==> src/rtl/lfsr_tc_pkg.sv <==
package lfsr_tc_pkg;

    // Command applied to the shift register and the match stage each edge.
    typedef enum logic [1:0] {
        CMD_HOLD  = 2'd0,
        CMD_STEP  = 2'd1,
        CMD_CLEAR = 2'd2
    } lfsr_cmd_e;

endpackage

==> src/rtl/lfsr_tc_ctrl.sv <==
module lfsr_tc_ctrl
    import lfsr_tc_pkg::*;
(
    input  logic      restart_i,
    input  logic      enable_i,
    output lfsr_cmd_e cmd_o
);

    // Restart wins over enable; with neither the register is held.
    always_comb begin
        unique casez ({restart_i, enable_i})
            2'b1?:   cmd_o = CMD_CLEAR;
            2'b01:   cmd_o = CMD_STEP;
            default: cmd_o = CMD_HOLD;
        endcase
    end

endmodule

==> src/rtl/lfsr_tc_shift.sv <==
module lfsr_tc_shift
    import lfsr_tc_pkg::*;
#(
    parameter int unsigned       WIDTH    = 4,
    parameter logic [WIDTH-1:0]  TAP_MASK = 4'b1100
) (
    input  logic             clk_i,
    input  logic             arst_i,
    input  lfsr_cmd_e        cmd_i,
    output logic [WIDTH-1:0] state_o
);

    localparam int unsigned TOP = WIDTH - 1;

    logic [WIDTH-1:0] state_q;
    logic [WIDTH-1:0] next_step;
    logic             lower_zero;
    logic             feedback;

    // Extending the feedback with a NOR of the lower stages splices the
    // all-zero state into the maximal sequence.
    assign lower_zero = ~|state_q[TOP-1:0];
    assign feedback   = state_q[TOP] ^ lower_zero;

    assign next_step[0] = feedback;

    for (genvar gi = 1; gi < WIDTH; gi++) begin : g_stage
        if (TAP_MASK[gi-1]) begin : g_tap
            assign next_step[gi] = state_q[gi-1] ^ feedback;
        end else begin : g_plain
            assign next_step[gi] = state_q[gi-1];
        end
    end

    always_ff @(posedge clk_i or posedge arst_i) begin
        if (arst_i) begin
            state_q <= '0;
        end else begin
            unique case (cmd_i)
                CMD_CLEAR: state_q <= '0;
                CMD_STEP:  state_q <= next_step;
                default:   state_q <= state_q;
            endcase
        end
    end

    assign state_o = state_q;

endmodule

==> src/rtl/lfsr_tc_match.sv <==
module lfsr_tc_match
    import lfsr_tc_pkg::*;
#(
    parameter int unsigned      WIDTH      = 4,
    parameter logic [WIDTH-1:0] TERM_VALUE = 4'b1000
) (
    input  logic             clk_i,
    input  logic             arst_i,
    input  lfsr_cmd_e        cmd_i,
    input  logic [WIDTH-1:0] state_i,
    output logic             term_o
);

    logic term_q;

    // Only a stepping edge leaves the terminal state, so the strobe is one
    // cycle wide by construction of the command decode.
    always_ff @(posedge clk_i or posedge arst_i) begin
        if (arst_i) begin
            term_q <= 1'b0;
        end else begin
            term_q <= (cmd_i == CMD_STEP) && (state_i == TERM_VALUE);
        end
    end

    assign term_o = term_q;

endmodule

==> src/rtl/lfsr_tc_timer.sv <==
module lfsr_tc_timer
    import lfsr_tc_pkg::*;
#(
    parameter int unsigned      WIDTH      = 4,
    parameter logic [WIDTH-1:0] TAP_MASK   = 4'b1100,
    parameter logic [WIDTH-1:0] TERM_VALUE = {1'b1, {(WIDTH-1){1'b0}}}
) (
    input  logic             clk_i,
    input  logic             arst_i,
    input  logic             restart_i,
    input  logic             enable_i,
    output logic [WIDTH-1:0] count_o,
    output logic             term_o
);

    lfsr_cmd_e        cmd;
    logic [WIDTH-1:0] state;

    lfsr_tc_ctrl u_ctrl (
        .restart_i (restart_i),
        .enable_i  (enable_i),
        .cmd_o     (cmd)
    );

    lfsr_tc_shift #(
        .WIDTH    (WIDTH),
        .TAP_MASK (TAP_MASK)
    ) u_shift (
        .clk_i   (clk_i),
        .arst_i  (arst_i),
        .cmd_i   (cmd),
        .state_o (state)
    );

    lfsr_tc_match #(
        .WIDTH      (WIDTH),
        .TERM_VALUE (TERM_VALUE)
    ) u_match (
        .clk_i   (clk_i),
        .arst_i  (arst_i),
        .cmd_i   (cmd),
        .state_i (state),
        .term_o  (term_o)
    );

    assign count_o = state;

endmodule

==> config.mk <==
export PLATFORM = sky130hd
export DESIGN_NAME = lfsr_tc_timer
export DESIGN_NICKNAME = d
export VERILOG_FILES = /design/src/rtl/lfsr_tc_pkg.sv /design/src/rtl/lfsr_tc_ctrl.sv /design/src/rtl/lfsr_tc_shift.sv /design/src/rtl/lfsr_tc_match.sv /design/src/rtl/lfsr_tc_timer.sv
export SDC_FILE = /design/constraint.sdc
export NUM_CORES = 1
export LEC_CHECK = 0
export BUFFER_PORTS_ARGS = -buffer_cell sky130_fd_sc_hd__buf_2
export CORE_AREA = 2 2 39 41
export CTS_BUF_LIST = sky130_fd_sc_hd__clkbuf_4 sky130_fd_sc_hd__clkbuf_8
export CTS_CLUSTER_DIAMETER = 30
export CTS_CLUSTER_SIZE = 24
export DETAILED_ROUTE_END_ITERATION = 16
export DIE_AREA = 0 0 41 43
export GPL_TIMING_DRIVEN = 0
export SLEW_MARGIN = 20
export SYNTH_ARGS = -nofsm -noshare
export SYNTH_HDL_FRONTEND = slang
export SYNTH_SLANG_ARGS = --single-unit
==> constraint.sdc <==
create_clock -name clk_i -period 1.9 [get_ports clk_i]
set_clock_uncertainty 0.05 [all_clocks]
set_input_delay 0.475 -clock clk_i [delete_from_list [all_inputs] [get_ports clk_i]]
set_output_delay 0.475 -clock clk_i [all_outputs]
set_load 0.005 [all_outputs]
-- Word-level counts from Yosys, hierarchy flattened
Index checks and enable logic that the tools add are counted.
- equal/unequal tests: 4
- multiplexer cells: 2
- bitwise operators: 2
- reductions and logical operators: 4
- operator list (operator ; number):
    one-hot mux 4 bit (2 select lines) ; 1
    equality test 2 x 1 -> 1 bit, second input constant ; 2
    equality test 4 bit, second input constant ; 1
    one-hot mux 2 bit (2 select lines) ; 1
    OR reduction 3 bit ; 1
    equality test 2 bit, second input constant ; 1
    nonzero test 2 bit ; 1
    XOR 1 bit ; 2
    logical AND 1 bit ; 1
    logical NOT 1 bit ; 1
- register bits after elaboration: 5
- bits of input ports: 4
- output and inout port bits: 5

-- Longest topological paths before layout
- depth in word-level cells: 5
- mapped depth: 3
- mapped depth without buffers: 3

-- By module
A second synthesis with hierarchy kept.
- cells, all modules: 31
- area, all modules: 280.3 sq um
- by module, submodules not included (module ; instances ; cells each ; area each (sq um) ; sequential area each (sq um)):
    lfsr_tc_shift ; 1 ; 25 ; 220.2 ; 100.1
    lfsr_tc_match ; 1 ; 4 ; 50.0 ; 25.0
    lfsr_tc_ctrl ; 1 ; 2 ; 10.0 ; 0.0

-- Least setup slack after synthesis
No wires, ideal clock.
- kind: reg2reg
- from: register u_shift.state_q[1] (netlist: u_shift.state_o[1])
- to: register u_shift.state_q[3] (netlist: u_shift.state_o[3])
- library setup time: 0.125 ns
- arrival time: 0.915 ns
- path slack: 0.810 ns
- cell stages (with the launch flop): 4
- path buffers: 0
- path through: dfrtp_1 > nor2_1 > o21ai_1 > mux2_4
- longest elaborated chain between the ends: 5
- RTL lines (element ; RTL line ; source):
    start: declaration ; lfsr_tc_shift.sv:15 ; logic [WIDTH-1:0] state_q;
    start signal: assignment ; lfsr_tc_shift.sv:41 ; CMD_STEP: state_q <= next_step;
    start signal: assignment ; lfsr_tc_shift.sv:42 ; default: state_q <= state_q;
    OR reduction 3 bit ; lfsr_tc_shift.sv:22 ; assign lower_zero = ~|state_q[TOP-1:0];
    logical NOT 1 bit ; lfsr_tc_shift.sv:22 ;
    XOR 1 bit ; lfsr_tc_shift.sv:23 ; assign feedback = state_q[TOP] ^ lower_zero;
    XOR 1 bit ; lfsr_tc_shift.sv:29 ; assign next_step[gi] = state_q[gi-1] ^ feedback;
    one-hot mux 4 bit (2 select lines) ; lfsr_tc_shift.sv:39 ; unique case (cmd_i)
Every way passes these cells.
A chain may end at the register's enable or synchronous reset.

-- Worst setup path after layout
- from: register u_shift.state_q[3] (netlist: u_shift.state_o[3])
- to: output port count_o[3]
- RTL lines (element ; RTL line ; source):
    end: declaration ; lfsr_tc_timer.sv:12 ; output logic [WIDTH-1:0] count_o,
No word-level cell between the ends.

==> impl_metrics.ini <==
[status]
outcome = finished clean

[run]
cap_violations = 0

[grt]
grt_use_total_pct = 6.956
grt_pass1_vias = 197
grt_antenna_before_repair = 0
grt_start_max_net_pins = 8
grt-ovfl-total = 0
grt_first_pass_wirelength_um = 745

[critical_path]
start_kind = flop
crit_path_end_kind = output port
reg2reg_depth = 3
crit_chain = buf_2
crit_family = flip-flops
cp.required_ns = 1.37
crit_buf_inv = 1
cp.depth = 1
crit_type = reg -> out
cp.arrival_ns = 0.83
crit_slowest_cell = dfrtp_1
critPathMaxFanout = 7
cpPeakStageDelay_ns = 0.44

[min_path]
holdCritPathClass = in -> async

[floorplanning]
die_y_um = 43
ioPinCount = 9
core_area_mm2 = 0.001384
die-area_mm2 = 0.001763
row_count = 14
start_util_pct = 17.00
die-width_um = 41

[timing]
min_period_ns = 1.359
final.period_utilization_pct = 71.53
clock.fmax_mhz = 735.8
hold_viol_final = 0
slew_violations = 0
finalSetupViolCount = 0
fin_setup_tns_ns = 0
worst_hold_slack_ns = 0.06950
maxSlewHeadroom_pct = 83.18
rsz0062_at_grt = false
tightest_slew_ns = 0.2488

[cts]
cts.sinks = 5
cts_buffer_depth = 2
cts_buffers = 3
cts_setup_buffers = 0
cts_root_buf = clkbuf_4
postCtsHoldBufs = 0
cts_resized = 0
insertion_delay_ns = 0.24
cts_tree = done
htreeDepth = 1
path_clk_slew_ns = 0.04

[drt]
routedWlPerCell_um = 8.941
dr.pass1.iters = 3
first_iter_violations = 3
vias = 215
viasPerCell = 4.216
drc = 0
drt-total-wl_um = 456
ant_nets = 0

[power]
p_sw_mw = 0.07091
combPwrFrac_pct = 13.6
powerDensity_mw_per_mm2 = 929.6
p_clk_share_pct = 44.6
switching_share_pct = 23.45
leakage_nw = 0.1738
power_mw = 0.3024
ir_drop_v = 0.0003202
internal_power_mw = 0.2315
pwr-share-seq_pct = 41.7

[cells_and_area]
n_antenna_cell = 0
drive_gt1_share_pct = 37.14
nets = 40
final_core_util_pct = 23.51
area_growth_pct = 38.30

[synth]
syn_area_um2 = 235.2
ys_types = 13
ys_warn_count = 0
synth_top_area_share_pct = 53.19
syn_nets = 27
synthCells = 23
yosysTopAreaCell = dfrtp_1
yosysSeqAreaShare_pct = 53.19
avgSynthCellArea_um2 = 10.23
synth-seq-cells = 5
synth_area_leaders = dfrtp_1 53%, mux2i_1 8.5%, mux2_4 6.4%

[placed_design]
dp_hpwl_um = 357.4
gp_congestion = 0.7439
numPortBuffers = 8
area by class of cell:
type	instances	area, um^2
Clock buffer	4	30.03
Multi-Input combinational cell	16	102.6
Fill cell	158	1059
Timing Repair Buffer	8	40.04
Sequential cell	5	125.1
Inverter	2	7.507
Tap cell	16	20.02
routing by layer:
layer	up-vias	wire length, um	GRT usage [%]
met5	-	0	0
met4	0	0	0
met3	0	59	9.424
met2	8	199	9.688
met1	104	198	6.515
li1	103	-	-
stage by stage:
step / instance area, um^2 / setup slack, ns / instances
after floorplan: 235.2 / 0.8101 / 23
after global placement: 295.3 / 0.6991 / 47
after detailed placement: 295.3 / 0.6945 / 47
after CTS: 325.3 / 0.5313 / 51
after global routing: 325.3 / 0.4914 / 51
final: 325.3 / 0.5410 / 51
cells in the mapped netlist:
cell	count
a21oi_1	1
dfrtp_1	5
inv_1	2
mux2_4	1
mux2i_1	2
nand2_1	1
nor2_1	4
nor2b_1	1
nor4_1	1
nor4b_1	1
o21a_1	1
o21ai_0	2
o21ai_1	1
registers in the layout, indices dropped and copies added (netlist names):
name,count
u_shift.state_o,4
u_match.term_o,1
cells by family (layout without fill, tap and decap cells):
logic type      after synthesis  after routing  synth area share, %
compound gates                5              5                11.70
mux                           3              3                14.89
buf+inv                       2             14                3.193
simple gates                  8              8                17.02
flops                         5              5                53.19
power groups by stage:
stage               registers (mW)  clock network, mW  logic (mW)
floorplan                    0.126                  0      0.0245
global placement             0.127                  0      0.0415
detailed placement           0.128                  0      0.0421
CTS                          0.126              0.139      0.0423
global route                 0.128              0.154      0.0473
finish                       0.126              0.135      0.0412
path summary, 6_finish.rpt:
kind                                     from                 end  slack [ns]
min in group clk_i                  restart_i  u_shift.state_o[0]        0.42
hold reg to reg            u_shift.state_o[2]      u_match.term_o        0.50
max in group asynchronous              arst_i  u_shift.state_o[1]        1.57
setup reg to reg           u_shift.state_o[1]  u_shift.state_o[3]        0.78
hold / removal                         arst_i  u_shift.state_o[0]        0.07
setup / recovery           u_shift.state_o[3]          count_o[3]        0.54
placed cells by master, fill, tap and decap left out, types with 2 or more instances in the layout:
cell type / n
inv_1: 2
nor2_1: 4
clkbuf_4: 4
dfrtp_1: 5
buf_2: 8
o21ai_0: 2
mux2i_1: 2
Power figures use the tool's default switching activity.
